**src/rtl/dcsr_pkg.sv**
```systemverilog
// Package: shared constants for the dual-clock shift register.
// Assumes: channel indices are used to pick edge-detector lanes.
package dcsr_pkg;
    localparam int unsigned NUM_CLK_CH = 2;
    localparam int unsigned CH_LOAD    = 0;
    localparam int unsigned CH_SHIFT   = 1;

    typedef enum logic {
        OP_SHIFT = 1'b0,
        OP_LOAD  = 1'b1
    } op_mode_e;
endpackage

```
**src/rtl/dcsr_fall_detect.sv**
```systemverilog
// Module: per-channel falling-edge detector for level inputs sampled in clk.
// Assumes: inputs are already synchronous to clk; trackers are loaded with
// the sampled level during reset as well, so no edge appears at release.
module dcsr_fall_detect #(
    parameter int unsigned N = 2
) (
    input  logic         clk,
    input  logic         rst_n,
    input  logic [N-1:0] lvl_i,
    output logic [N-1:0] fall_o
);
    logic [N-1:0] prev_q;

    for (genvar g = 0; g < N; g++) begin : g_ch
        // Track the previous sample; the reset branch takes the live level too.
        always_ff @(posedge clk) begin
            if (!rst_n) prev_q[g] <= lvl_i[g];
            else        prev_q[g] <= lvl_i[g];
        end

        // High previous sample and low current sample means a falling edge.
        always_comb fall_o[g] = prev_q[g] & ~lvl_i[g];
    end
endmodule

```
**src/rtl/dcsr_stage_core.sv**
```systemverilog
// Module: register stages with a mode-gated choice between load and right shift.
// Assumes: fall strobes last one clk cycle; stage 0 is the serial entry stage.
module dcsr_stage_core
    import dcsr_pkg::*;
#(
    parameter int unsigned WIDTH = 4
) (
    input  logic             clk,
    input  logic             rst_n,
    input  logic             mode_i,
    input  logic             ser_i,
    input  logic [WIDTH-1:0] par_i,
    input  logic             ld_fall_i,
    input  logic             sh_fall_i,
    output logic [WIDTH-1:0] q_o
);
    op_mode_e         mode_sel;
    logic             do_load;
    logic             do_shift;
    logic [WIDTH-1:0] shifted;
    logic [WIDTH-1:0] stage_q;

    // Decode the mode level and gate each edge strobe with it.
    always_comb begin
        mode_sel = op_mode_e'(mode_i);
        do_load  = (mode_sel == OP_LOAD)  && ld_fall_i;
        do_shift = (mode_sel == OP_SHIFT) && sh_fall_i;
    end

    // Build the right-shifted word: serial bit in at stage 0.
    always_comb begin
        shifted[0] = ser_i;
        for (int i = 1; i < WIDTH; i++) shifted[i] = stage_q[i-1];
    end

    // State update: clear, load, shift or hold.
    always_ff @(posedge clk) begin
        if (!rst_n)        stage_q <= '0;
        else if (do_load)  stage_q <= par_i;
        else if (do_shift) stage_q <= shifted;
    end

    assign q_o = stage_q;
endmodule

```
**src/rtl/dcsr_shift_reg.sv**
```systemverilog
// Module: top level of the dual-clock mode-selected shift register.
// Assumes: ld_clk_i and sh_clk_i are slow level signals sampled by clk.
module dcsr_shift_reg
    import dcsr_pkg::*;
#(
    parameter int unsigned WIDTH = 4
) (
    input  logic             clk,
    input  logic             rst_n,
    input  logic             mode_i,
    input  logic             ser_i,
    input  logic [WIDTH-1:0] par_i,
    input  logic             ld_clk_i,
    input  logic             sh_clk_i,
    output logic [WIDTH-1:0] q_o
);
    logic [NUM_CLK_CH-1:0] clk_lvl;
    logic [NUM_CLK_CH-1:0] clk_fall;
    logic                  ld_fall_w;
    logic                  sh_fall_w;

    // Gather the two clock inputs into detector lanes.
    always_comb begin
        clk_lvl           = '0;
        clk_lvl[CH_LOAD]  = ld_clk_i;
        clk_lvl[CH_SHIFT] = sh_clk_i;
    end

    dcsr_fall_detect #(.N(NUM_CLK_CH)) u_edges (
        .clk    (clk),
        .rst_n  (rst_n),
        .lvl_i  (clk_lvl),
        .fall_o (clk_fall)
    );

    // Split the strobes back out per operation.
    always_comb begin
        ld_fall_w = clk_fall[CH_LOAD];
        sh_fall_w = clk_fall[CH_SHIFT];
    end

    dcsr_stage_core #(.WIDTH(WIDTH)) u_core (
        .clk       (clk),
        .rst_n     (rst_n),
        .mode_i    (mode_i),
        .ser_i     (ser_i),
        .par_i     (par_i),
        .ld_fall_i (ld_fall_w),
        .sh_fall_i (sh_fall_w),
        .q_o       (q_o)
    );
endmodule

```
**config.mk**
```make
export PLATFORM = sky130hd
export DESIGN_NAME = dcsr_shift_reg
export DESIGN_NICKNAME = d
export VERILOG_FILES = /design/src/rtl/dcsr_pkg.sv /design/src/rtl/dcsr_fall_detect.sv /design/src/rtl/dcsr_stage_core.sv /design/src/rtl/dcsr_shift_reg.sv
export SDC_FILE = /design/constraint.sdc
export NUM_CORES = 1
export LEC_CHECK = 0
export ABC_AREA = 1
export ABC_CLOCK_PERIOD_IN_PS = 900
export BUFFER_PORTS_ARGS = -buffer_cell sky130_fd_sc_hd__buf_2
export CORE_AREA = 3 3 40 42
export CTS_CLUSTER_DIAMETER = 30
export DETAILED_ROUTE_END_ITERATION = 12
export DIE_AREA = 0 0 43 45
export GPL_TIMING_DRIVEN = 0
export HOLD_SLACK_MARGIN = 0.05
export PLACE_DENSITY_LB_ADDON = 0.3
export SETUP_SLACK_MARGIN = 0.3
export SLEW_MARGIN = 20
export SYNTH_ARGS = -nofsm -noshare
export SYNTH_HDL_FRONTEND = slang
export SYNTH_SLANG_ARGS = --single-unit
```
**constraint.sdc**
```tcl
create_clock -name clk -period 0.9 [get_ports clk]
set_clock_uncertainty 0.1 [all_clocks]
set_input_delay 0.27 -clock clk [delete_from_list [all_inputs] [get_ports clk]]
set_output_delay 0.27 -clock clk [all_outputs]
set_load 0.05 [all_outputs]
```
==> summary.md <==
| Metric | Value |
|---|---|
| Area delta synth->final | 89.5% |
| Fin Hold WS | 0.0475 ns |
| Clock tree buffer depth | 2 |
| CTS sink count | 6 |
| Row cnt | 13 |
| P_sw | roughly 210 uW |
| Residual DRC | 0 |
| Initial antenna violation count | 0 |
| XOR/XNOR Fraction of Synth Area | 0% |
| Htree depth | 1 |
| Worst vdd ir | a little over 0.5 mV |
| Fin area | 519 sq um |
| Largest family of logic cells by synthesized area | simple AND/OR/NAND/NOR gates |
| Post-Synth Simple-Gate Area | a little under two fifths |
| Chip Width | 43 microns |
| Placed instance area | 380 sq um |
| Post-Synth Adder-Cell Area | 0% |
| Flop pwr share | between 30 and 40% |
| CTS Buf Count | 3 |
| Detailed Routing Iterations Pass 1 | 3 |
| Initial DRC Count | 4 |
| Yosys Warn Count | 0 |
| Share of layout cells above drive strength 1 | 66.1% |
| Initial core utilization | 21.3% |
| Most frequent cells in the layout | 9 x buf_2, 6 x inv_1, 5 x nand4_1, 5 x nor2_1, 5 x dfxtp_4 |
| Fin worst setup slack | -0.223 ns |
| Max-Cap Viols | 0 |
| Status | finished, violations left |
| Largest net degree at the start of global routing | 7 |
| Netlist Area Pre-Place | 274 sq um |
| Clock-pin slew on the worst setup and hold paths | ~0.06 ns |
| First-pass GRT wire length | 1.35 mm |
| Setup crit end kind | output port |
| Vias | 330 |
| Avg Vias per Cell | between 4 and 5 |
| Synth Area in Compound Gates | 5.48% |
| Static leakage | 0.234 nW |
| ANT cells | 0 |
| Fin nets | 70 |
| HP Class | in -> reg |
| Sw Share | 29.9% |
| Net Count, Synth | 49 |
| WS Path Type | reg -> out |
| Worst Path Buf+Inv | 1 |
| Clk pwr share | 40.2% |
| DIE HEIGHT | 45 microns |
| Worst path slowest cell | dfxtp_4 |
| CP top delay family | flip-flops |
| GP Congestion | 0.744 |
| Util after Layout | about two fifths |
| CTS root buf | clkbuf_4 |
| Post-synthesis mux area share | 0% |
| Die Area | 0.00194 sq mm |
| Fill count | 142 |
| Fmax | between 800 and 900 MHz |
| WL per Instance | 11.7 microns |
| Pint | 504 uW |
| Combinational power share | 20.2% |
| Slowest cell delay on critical path | between 0.3 and 0.4 ns |
| Failing checks | negative setup slack |
| CTS tree | done |
| Wirelength, routed | 864 microns |
| Netlist cell types | 10 |
| Setup TNS | -1.06 ns |
| Largest fanout on the critical path | 2 |
| Seq/Total Area, Yosys | 43.8% |
| Worst path arrival time | 0.75 ns |
| Critical path data required time | 0.53 ns |
| CORE AREA | 0.00128 sq mm |
| Gr usage total | about a tenth |
| Critical path launch point type | flop |
| Endpoints failing hold | 0 |
| Pwr Density | 1380 mW/mm^2 |
| Min Tclk post-route | 1.12 ns |
| RSZ-0062 raised after global routing | true |
| Dpl hpwl | 508 microns |
| Gr ovfl total | 0 |
| Post-DRT Antenna Nets | 0 |
| Mean Syn Cell Area | approximately 7.0 sq um |
| Clk_lat worst skew | 0.26 ns |
| Commonest non-fill, non-tap cell in the layout | buf_2 |
| Flops & latches, synth | 6 |
| Period utilization | 125% |
| I/O Buffers | 13 |
| Ports | 14 |
| Final setup fails | 8 |
| Post-synthesis cell count | 39 |
| Worst Tran Pin Value | 0.135 ns |
| Relative slew margins | 91.0% |
| Vias in the first global route | 316 |
| CP cell instances | buf_8 |
| Max-slew violations | 0 |
==> synthesized netlist by cell type <==
library cell,count,share of area (%)
inv_1,9,12
nand2_2,1,2.3
nand4_1,5,11
nand2_1,4,5.5
nand3_2,1,3.7
dfxtp_1,6,44
nand3_1,4,7.3
o21ai_0,2,3.7
nor2_1,6,8.2
a21oi_1,1,1.8
==> logic make-up (layout without fill, tap and decap cells) <==
| group | count (synthesis) | in the layout |
|---|---|---|
| AO/OA/AOI/OAI | 3 | 3 |
| buffers and inverters | 9 | 29 |
| flip-flops | 6 | 6 |
| AND/OR/NAND/NOR | 21 | 21 |
==> area by class of cell <==
| type | count | area, sq um | area share, % |
|---|---|---|---|
| clock buffers | 4 | 26.3 | 5.06 |
| inverters | 9 | 33.8 | 6.51 |
| multi-input cells | 24 | 173 | 33.3 |
| flip-flops and latches | 6 | 140 | 27.0 |
| well taps | 15 | 18.8 | 3.61 |
| repair buffers | 16 | 128 | 24.6 |
==> registers in the layout, indices dropped and copies added, names as in the netlist <==
register and cells:
u_core.q_o 4, u_edges.prev_q 2
==> layer usage <==
metal	global-route usage [%]	up-vias	wire, microns
li1	-	167	-
met1	10.4	145	322
met2	15.9	14	424
met3	3.98	4	91
met4	9.04	0	25
met5	0	-	0
==> worst register-to-register path: cells and delay by family, from the launching register on <==
kind             cells  cell delay (ns)
flip-flops           1             0.37
AND/OR/NAND/NOR      5             0.41
==> worst paths after layout <==
| check | end | startpoint | cells past startpoint | slack, ns |
|---|---|---|---|---|
| worst min register to register | u_core.q_o[3] | u_core.q_o[3] | 4 | 0.49 |
| worst max-delay path | q_o[1] | u_core.q_o[1] | 1 | -0.22 |
| worst min-delay path | u_edges.prev_q[0] | ld_clk_i | 1 | 0.05 |
| worst max register to register | u_core.q_o[1] | u_edges.prev_q[0] | 5 | -0.07 |
==> power groups by stage <==
stage               Clock [mW]  Sequential (mW)  Combinational [mW]
floorplan                    0            0.313              0.0365
global placement             0            0.287               0.100
detailed placement           0            0.288               0.100
CTS                      0.288            0.284               0.133
global route             0.299            0.287               0.159
finish                   0.289            0.285               0.145
==> stage by stage <==
stage	total power, mW	cells	worst slack [ns]
final	0.719	74	-0.223
after floorplan	0.350	39	0.0233
after global placement	0.388	67	-0.172
after CTS	0.704	74	-0.214
after detailed placement	0.388	67	-0.178
after global routing	0.745	74	-0.241
==> what timing repair did <==
action,4_1_cts,5_1_grt
endpoints found under the setup margin,8,8
hold endpoints to repair,2,0
resized for setup,17,7
pin swaps,4,5
buffers inserted,3,0
(Power assumes the default switching activity.)
